==> src/rtl/tvs_pkg.sv <==
package tvs_pkg;
  localparam int CODE_W = 4;

  localparam logic [CODE_W-1:0] C_LO    = 4'd0;
  localparam logic [CODE_W-1:0] C_HI    = 4'd1;
  localparam logic [CODE_W-1:0] C_PLH   = 4'd2;
  localparam logic [CODE_W-1:0] C_PHL   = 4'd3;
  localparam logic [CODE_W-1:0] C_EXPH  = 4'd4;
  localparam logic [CODE_W-1:0] C_EXPL  = 4'd5;
  localparam logic [CODE_W-1:0] C_EXPZ  = 4'd6;
  localparam logic [CODE_W-1:0] C_SKIP  = 4'd7;
  localparam logic [CODE_W-1:0] C_DFLT  = 4'd8;
  localparam logic [CODE_W-1:0] C_FLOAT = 4'd9;

  typedef enum logic [2:0] {
    ST_IDLE, ST_APPLY, ST_PULSE, ST_RECOV, ST_PUP, ST_PDN, ST_FIN
  } phase_e;
endpackage

==> src/rtl/tvs_pinmap.sv <==
module tvs_pinmap
  import tvs_pkg::*;
#(
  parameter int NPIN  = 8,
  parameter int IDX_W = $clog2(NPIN)
) (
  input  logic                   clk,
  input  logic                   rst,
  input  logic                   we,
  input  logic [IDX_W-1:0]       pos,
  input  logic [IDX_W-1:0]       pin,
  input  logic [NPIN*CODE_W-1:0] pos_codes,
  output logic [NPIN*CODE_W-1:0] pin_codes
);
  logic [IDX_W-1:0] tbl [NPIN];

  always_ff @(posedge clk) begin
    if (rst) begin
      for (int i = 0; i < NPIN; i++) tbl[i] <= IDX_W'(i);
    end else if (we && (int'(pos) < NPIN)) begin
      tbl[pos] <= pin;
    end
  end

  always_comb begin
    pin_codes = {NPIN{C_SKIP}};
    for (int q = 0; q < NPIN; q++) begin
      for (int p = 0; p < NPIN; p++) begin
        if (tbl[p] == IDX_W'(q)) pin_codes[q*CODE_W +: CODE_W] = pos_codes[p*CODE_W +: CODE_W];
      end
    end
  end
endmodule

==> src/rtl/tvs_timer.sv <==
module tvs_timer #(
  parameter int CNT_W = 8
) (
  input  logic             clk,
  input  logic             rst,
  input  logic             load,
  input  logic [CNT_W-1:0] len,
  output logic             expire
);
  logic [CNT_W-1:0] cnt_q;

  always_ff @(posedge clk) begin
    if (rst) begin
      cnt_q <= '0;
    end else if (load) begin
      cnt_q <= (len == '0) ? '0 : len - CNT_W'(1);
    end else if (cnt_q != '0) begin
      cnt_q <= cnt_q - CNT_W'(1);
    end
  end

  assign expire = (cnt_q == '0);
endmodule

==> src/rtl/tvs_pindrv.sv <==
module tvs_pindrv
  import tvs_pkg::*;
#(
  parameter int NPIN = 8
) (
  input  logic [NPIN*CODE_W-1:0] codes,
  input  logic                   dflt,
  input  logic                   active,
  input  logic                   pulse_on,
  output logic [NPIN-1:0]        oe,
  output logic [NPIN-1:0]        val
);
  for (genvar g = 0; g < NPIN; g++) begin : g_pin
    logic [CODE_W-1:0] c;
    assign c = codes[g*CODE_W +: CODE_W];
    always_comb begin
      oe[g]  = 1'b0;
      val[g] = 1'b0;
      if (active) begin
        case (c)
          C_LO:   begin oe[g] = 1'b1; val[g] = 1'b0;      end
          C_HI:   begin oe[g] = 1'b1; val[g] = 1'b1;      end
          C_PLH:  begin oe[g] = 1'b1; val[g] = pulse_on;  end
          C_PHL:  begin oe[g] = 1'b1; val[g] = !pulse_on; end
          C_DFLT: begin oe[g] = 1'b1; val[g] = dflt;      end
          default: ;
        endcase
      end
    end
  end
endmodule

==> src/rtl/tvs_judge.sv <==
module tvs_judge
  import tvs_pkg::*;
#(
  parameter int NPIN = 8
) (
  input  logic [NPIN*CODE_W-1:0] codes,
  input  logic [NPIN-1:0]        s_up,
  input  logic [NPIN-1:0]        s_dn,
  output logic [NPIN-1:0]        fail
);
  for (genvar g = 0; g < NPIN; g++) begin : g_pin
    logic [CODE_W-1:0] c;
    assign c = codes[g*CODE_W +: CODE_W];
    always_comb begin
      case (c)
        C_EXPH:  fail[g] = !(s_up[g] && s_dn[g]);
        C_EXPL:  fail[g] = s_up[g] || s_dn[g];
        C_EXPZ:  fail[g] = !(s_up[g] && !s_dn[g]);
        default: fail[g] = 1'b0;
      endcase
    end
  end
endmodule

==> src/rtl/tvs_seq.sv <==
module tvs_seq
  import tvs_pkg::*;
#(
  parameter int NPIN  = 8,
  parameter int CNT_W = 8,
  parameter int IDX_W = $clog2(NPIN)
) (
  input  logic                   clk,
  input  logic                   rst,
  input  logic                   start,
  input  logic [NPIN*CODE_W-1:0] cond_vec,
  input  logic                   dflt_lvl,
  input  logic [CNT_W-1:0]       settle_cyc,
  input  logic [CNT_W-1:0]       pulse_cyc,
  input  logic                   map_we,
  input  logic [IDX_W-1:0]       map_pos,
  input  logic [IDX_W-1:0]       map_pin,
  input  logic [NPIN-1:0]        pin_in,
  output logic [NPIN-1:0]        pin_drv,
  output logic [NPIN-1:0]        pin_oe,
  output logic                   pull_hi,
  output logic                   busy,
  output logic                   done,
  output logic                   pass,
  output logic                   err,
  output logic [NPIN-1:0]        fail_mask
);
  localparam int VEC_W = NPIN * CODE_W;

  phase_e            state_q, state_d;
  logic [VEC_W-1:0]  mapped, codes_q, codes_d;
  logic              dflt_q, dflt_d, bad_q, any_bad, accept, expire, tload;
  logic [CNT_W-1:0]  tlen;
  logic [NPIN-1:0]   oe_c, val_c, fail_c, s_up_q, s_dn_q;
  logic              active_d;

  tvs_pinmap #(.NPIN(NPIN), .IDX_W(IDX_W)) i_map (
    .clk(clk), .rst(rst), .we(map_we), .pos(map_pos), .pin(map_pin),
    .pos_codes(cond_vec), .pin_codes(mapped)
  );

  always_comb begin
    any_bad = 1'b0;
    for (int p = 0; p < NPIN; p++) begin
      if (cond_vec[p*CODE_W +: CODE_W] > C_FLOAT) any_bad = 1'b1;
    end
  end

  assign accept  = start && (state_q == ST_IDLE);
  assign codes_d = accept ? mapped : codes_q;
  assign dflt_d  = accept ? dflt_lvl : dflt_q;

  always_comb begin
    state_d = state_q;
    case (state_q)
      ST_IDLE:  if (accept) state_d = any_bad ? ST_FIN : ST_APPLY;
      ST_APPLY: if (expire) state_d = ST_PULSE;
      ST_PULSE: if (expire) state_d = ST_RECOV;
      ST_RECOV: if (expire) state_d = ST_PUP;
      ST_PUP:   if (expire) state_d = ST_PDN;
      ST_PDN:   if (expire) state_d = ST_FIN;
      ST_FIN:   if (expire) state_d = ST_IDLE;
      default:  state_d = ST_IDLE;
    endcase
  end

  assign tload = (state_d != state_q);
  assign tlen  = (state_d == ST_PULSE) ? pulse_cyc :
                 (state_d == ST_FIN)   ? CNT_W'(1) : settle_cyc;

  tvs_timer #(.CNT_W(CNT_W)) i_tmr (
    .clk(clk), .rst(rst), .load(tload), .len(tlen), .expire(expire)
  );

  assign active_d = (state_d == ST_APPLY) || (state_d == ST_PULSE) || (state_d == ST_RECOV) ||
                    (state_d == ST_PUP)   || (state_d == ST_PDN);

  tvs_pindrv #(.NPIN(NPIN)) i_drv (
    .codes(codes_d), .dflt(dflt_d), .active(active_d),
    .pulse_on(state_d == ST_PULSE), .oe(oe_c), .val(val_c)
  );

  tvs_judge #(.NPIN(NPIN)) i_jdg (
    .codes(codes_q), .s_up(s_up_q), .s_dn(s_dn_q), .fail(fail_c)
  );

  always_ff @(posedge clk) begin
    if (rst) begin
      state_q   <= ST_IDLE;
      codes_q   <= {NPIN{C_SKIP}};
      dflt_q    <= 1'b0;
      bad_q     <= 1'b0;
      pin_oe    <= '0;
      pin_drv   <= '0;
      pull_hi   <= 1'b0;
      s_up_q    <= '0;
      s_dn_q    <= '0;
      done      <= 1'b0;
      pass      <= 1'b0;
      err       <= 1'b0;
      fail_mask <= '0;
    end else begin
      state_q <= state_d;
      codes_q <= codes_d;
      dflt_q  <= dflt_d;
      if (accept) bad_q <= any_bad;
      pin_oe  <= oe_c;
      pin_drv <= val_c;
      pull_hi <= (state_d == ST_PUP);
      if (state_q == ST_PUP && expire) s_up_q <= pin_in;
      if (state_q == ST_PDN && expire) s_dn_q <= pin_in;
      done <= 1'b0;
      if (state_q == ST_FIN && expire) begin
        done      <= 1'b1;
        err       <= bad_q;
        fail_mask <= bad_q ? '0 : fail_c;
        pass      <= !bad_q && (fail_c == '0);
      end
    end
  end

  assign busy = (state_q != ST_IDLE);
endmodule

==> config.mk <==
export PLATFORM = sky130hd
export DESIGN_NAME = tvs_seq
export DESIGN_NICKNAME = d
export VERILOG_FILES = /design/src/rtl/tvs_pkg.sv /design/src/rtl/tvs_pinmap.sv /design/src/rtl/tvs_timer.sv /design/src/rtl/tvs_pindrv.sv /design/src/rtl/tvs_judge.sv /design/src/rtl/tvs_seq.sv
export SDC_FILE = /design/constraint.sdc
export NUM_CORES = 1
export LEC_CHECK = 0
export BUFFER_PORTS_ARGS = -buffer_cell sky130_fd_sc_hd__buf_4
export CORE_AREA = 2 2 125 158
export CTS_CLUSTER_DIAMETER = 120
export DETAILED_ROUTE_END_ITERATION = 16
export DIE_AREA = 0 0 127 160
export GPL_ROUTABILITY_DRIVEN = 0
export PLACE_DENSITY = 0.68
export SETUP_SLACK_MARGIN = 0.4
export SYNTH_ARGS = -nofsm -noshare
export SYNTH_HDL_FRONTEND = slang
export SYNTH_SLANG_ARGS = --single-unit
==> constraint.sdc <==
create_clock -name clk -period 4.5 [get_ports clk]
set_input_delay 0.675 -clock clk [delete_from_list [all_inputs] [get_ports clk]]
set_output_delay 0.675 -clock clk [all_outputs]
set_load 0.02 [all_outputs]
==> results_dict.tcl <==
set metrics [dict create \
    critPathLaunch "i_tmr.cnt_q[0]" \
    dp_hpwl_mm 19.76 \
    cts_tree "built" \
    fin_area_um2 9651 \
    coreArea_um2 18970 \
    hold_viol 0 \
    setup-violations-final 0 \
    firstDrtPassIters 5 \
    cts_max_level 4 \
    io_buffers 95 \
    skew_ns 0.01394 \
    async_flop_share 0 \
    vdd_drop_max_mv 0.2602 \
    holdPathEnd "fail_mask[2]" \
    clk_pin_slew_ns 0.06 \
    comb_power_share 0.446 \
    cts_hold_buffers 0 \
    detail_route.vias_per_cell 6.253 \
    cts_setup_buffers 0 \
    grt_pass1_wl_mm 41.49 \
    switching_share 0.4006 \
    tightest_slew_ns 0.9415 \
    n_antenna_cell 0 \
    report.final.slew_viol_count 0 \
    synth_edf_count 24 \
    grt_pass1_vias 7728 \
    syn2layout_area_growth_pct 15.76 \
    yosys_warnings 0 \
    ant_nets 0 \
    maxCapViolCount 0 \
    r2r_cells 14 \
    synthCells 1077 \
    post_dp_cell_area_um2 9067 \
    critPathRequiredTime_ns 4.78 \
    clock_sinks 113 \
    avgSynthCellArea_um2 7.741 \
    setup_tns_ns 0 \
    gr-total-overflow 0 \
    nets 1184 \
    vias 8516 \
    intPower_mw 2.981 \
    die_w_um 127 \
    fp.dieArea_um2 20320 \
    drt_iter0_drc 876 \
    die_y_um 160 \
    num_rows 57 \
    power_density_nw_per_um2 515.4 \
    status "finished clean" \
    synth_fp_nets 1148 \
    grt_use_total 0.2543 \
    timing.rr.start "i_tmr.cnt_q[0]" \
    critPathCaptureType "register" \
    cp.arrival_ns 4.01 \
    path_class "reg -> reg" \
    leakagePower_nw 3.694 \
    max_freq_mhz 267.9 \
    syn_area_um2 8337 \
    clk_path_buf_depth 2 \
    synth_seq_cells 113 \
    grt_max_degree 83 \
    yosysSeqAreaShare 0.3002 \
    layout_common_cells "nor2_1, buf_4, dfxtp_1, nand2_1, a21oi_1" \
    timing.rr.end "i_tmr.cnt_q[6]" \
    grt_antenna_before_repair 0 \
    synthFlopType "dfxtp_1" \
    ys_types 85 \
    p_clk_frac 0.266 \
    cts_made_buffers 17 \
    start_util 0.4395 \
    r2r_slack_ns 0.77 \
    worst_setup_path_start_kind "register" \
    routed_wl_mm 26.22 \
    clk_latency_ns 0.42 \
    boundaryPins 96 \
    critPathMaxFanout 14 \
    min_delay_path_depth 2 \
    post_cts_resize_count 0 \
    hp-class "reg -> reg" \
    rsz0062_at_grt "false" \
    min_from "fail_mask[2]" \
    wl_per_cell_um 19.25 \
    fin_crit_sh 0.8296 \
    slew_headroom 0.3708 \
    cts_root_buffer "clkbuf_16" \
    p_sw_mw 1.993 \
    power_frac_seq 0.287 \
    drive_above_1_share 0.1634 \
    drc 0 \
    finalCriticalPeriod_ns 3.733 \
    final_common_cell "nor2_1" \
]
[routing by layer]
metal  vias up  track usage  routed length [um]
met5         -            0                   0
met4         0      0.09441                 787
met3        69      0.05092                1749
met2       375       0.4279               12740
met1      3977       0.3215               10950
li1       4095            -                   -
[cells by family (layout without fill, tap and decap cells)]
family	Yosys count	count (layout)	share of synthesized area
and+or+nand+nor	495	495	0.3335
AOI/OAI and AO/OA	306	306	0.2529
DFF	113	113	0.3002
buffers and inverters	111	160	0.05103
muxes	33	33	0.04067
xor gates and xnor gates	15	15	0.01576
adders and majority gates	4	4	0.006004
[how the worst max path moves through the flow]
stage,to,slack (ns),cells past startpoint
6_report,i_tmr.cnt_q[6],0.77,14
5_1_grt,i_tmr.cnt_q[6],0.55,14
4_1_cts,i_tmr.cnt_q[6],0.85,14
3_5_place_dp,i_tmr.cnt_q[6],0.89,14
3_3_place_gp,i_tmr.cnt_q[6],0.99,12
2_1_floorplan,i_tmr.cnt_q[2],1.27,15
[state kept, by name (all words and copies together) (netlist names)]
| signal | count |
|---|---|
| done | 1 |
| i_tmr.cnt_q | 8 |
| state_q | 3 |
| err | 1 |
| pin_drv | 8 |
| bad_q | 1 |
| i_map.tbl | 24 |
| s_up_q | 8 |
| dflt_q | 1 |
| pin_oe | 8 |
| pull_hi | 1 |
| codes_q | 32 |
| pass | 1 |
| s_dn_q | 8 |
| fail_mask | 8 |
[area by class of cell]
class                           instances  area (um2)
Clock buffer                           23       479.2
Clock inverter                          9       103.9
Fill cell                            1859        9320
Inverter                               29       108.9
Multi-Input combinational cell        853        5418
Sequential cell                       113        2502
Tap cell                              236       295.3
Timing Repair Buffer                   99       743.2
[power groups by stage]
stage | Clock [mW] | Combinational (mW) | Sequential (mW)
floorplan | 0 | 1.65 | 1.38
global placement | 0 | 2.14 | 1.44
detailed placement | 0 | 2.16 | 1.44
CTS | 1.34 | 2.19 | 1.42
global route | 1.39 | 2.44 | 1.46
finish | 1.32 | 2.22 | 1.43
[worst max-delay path, cell delays in order (launching register included)]
cell and delay (ns):
dfxtp_1 0.32, inv_1 0.11, ha_1 0.20, or3b_2 0.51, nor2_4 0.25, a221oi_1 0.19, a221oi_2 0.25, buf_4 0.24
mux2_2 0.40, inv_1 0.11, ha_1 0.17, o211ai_1 0.08, o21ai_0 0.27, or2_0 0.34, o32ai_1 0.15
[Yosys cell counts (all sizes together), types with 22 or more instances]
library cell / number / area share
edfxtp: 24 / 0.086
or3: 24 / 0.019
nor2: 124 / 0.057
nor2b: 22 / 0.017
dfxtp: 89 / 0.21
mux2i: 26 / 0.031
or2: 22 / 0.017
clkbuf: 63 / 0.028
a21oi: 72 / 0.043
nand2b: 35 / 0.026
inv: 29 / 0.013
nor3: 28 / 0.017
o21ai: 57 / 0.035
nand2: 80 / 0.036
nor3b: 27 / 0.026
[metrics by stage]
| stage | cells | setup slack (ns) | util | total power, mW | hold slack [ns] |
|---|---|---|---|---|---|
| floorplan | 1077 | 1.268 | - | 3.032 | 0.4771 |
| global placement | 1330 | 0.9922 | 0.4780 | 3.579 | 0.4704 |
| detailed placement | 1330 | 0.8871 | 0.4780 | 3.603 | 0.4776 |
| CTS | 1362 | 0.8476 | 0.5087 | 4.952 | 0.4904 |
| global route | 1362 | 0.5499 | 0.5087 | 5.287 | 0.4964 |
| finish | 1362 | 0.7667 | 0.5087 | 4.974 | 0.4826 |
Note: power is estimated with default switching activity, not from simulation.
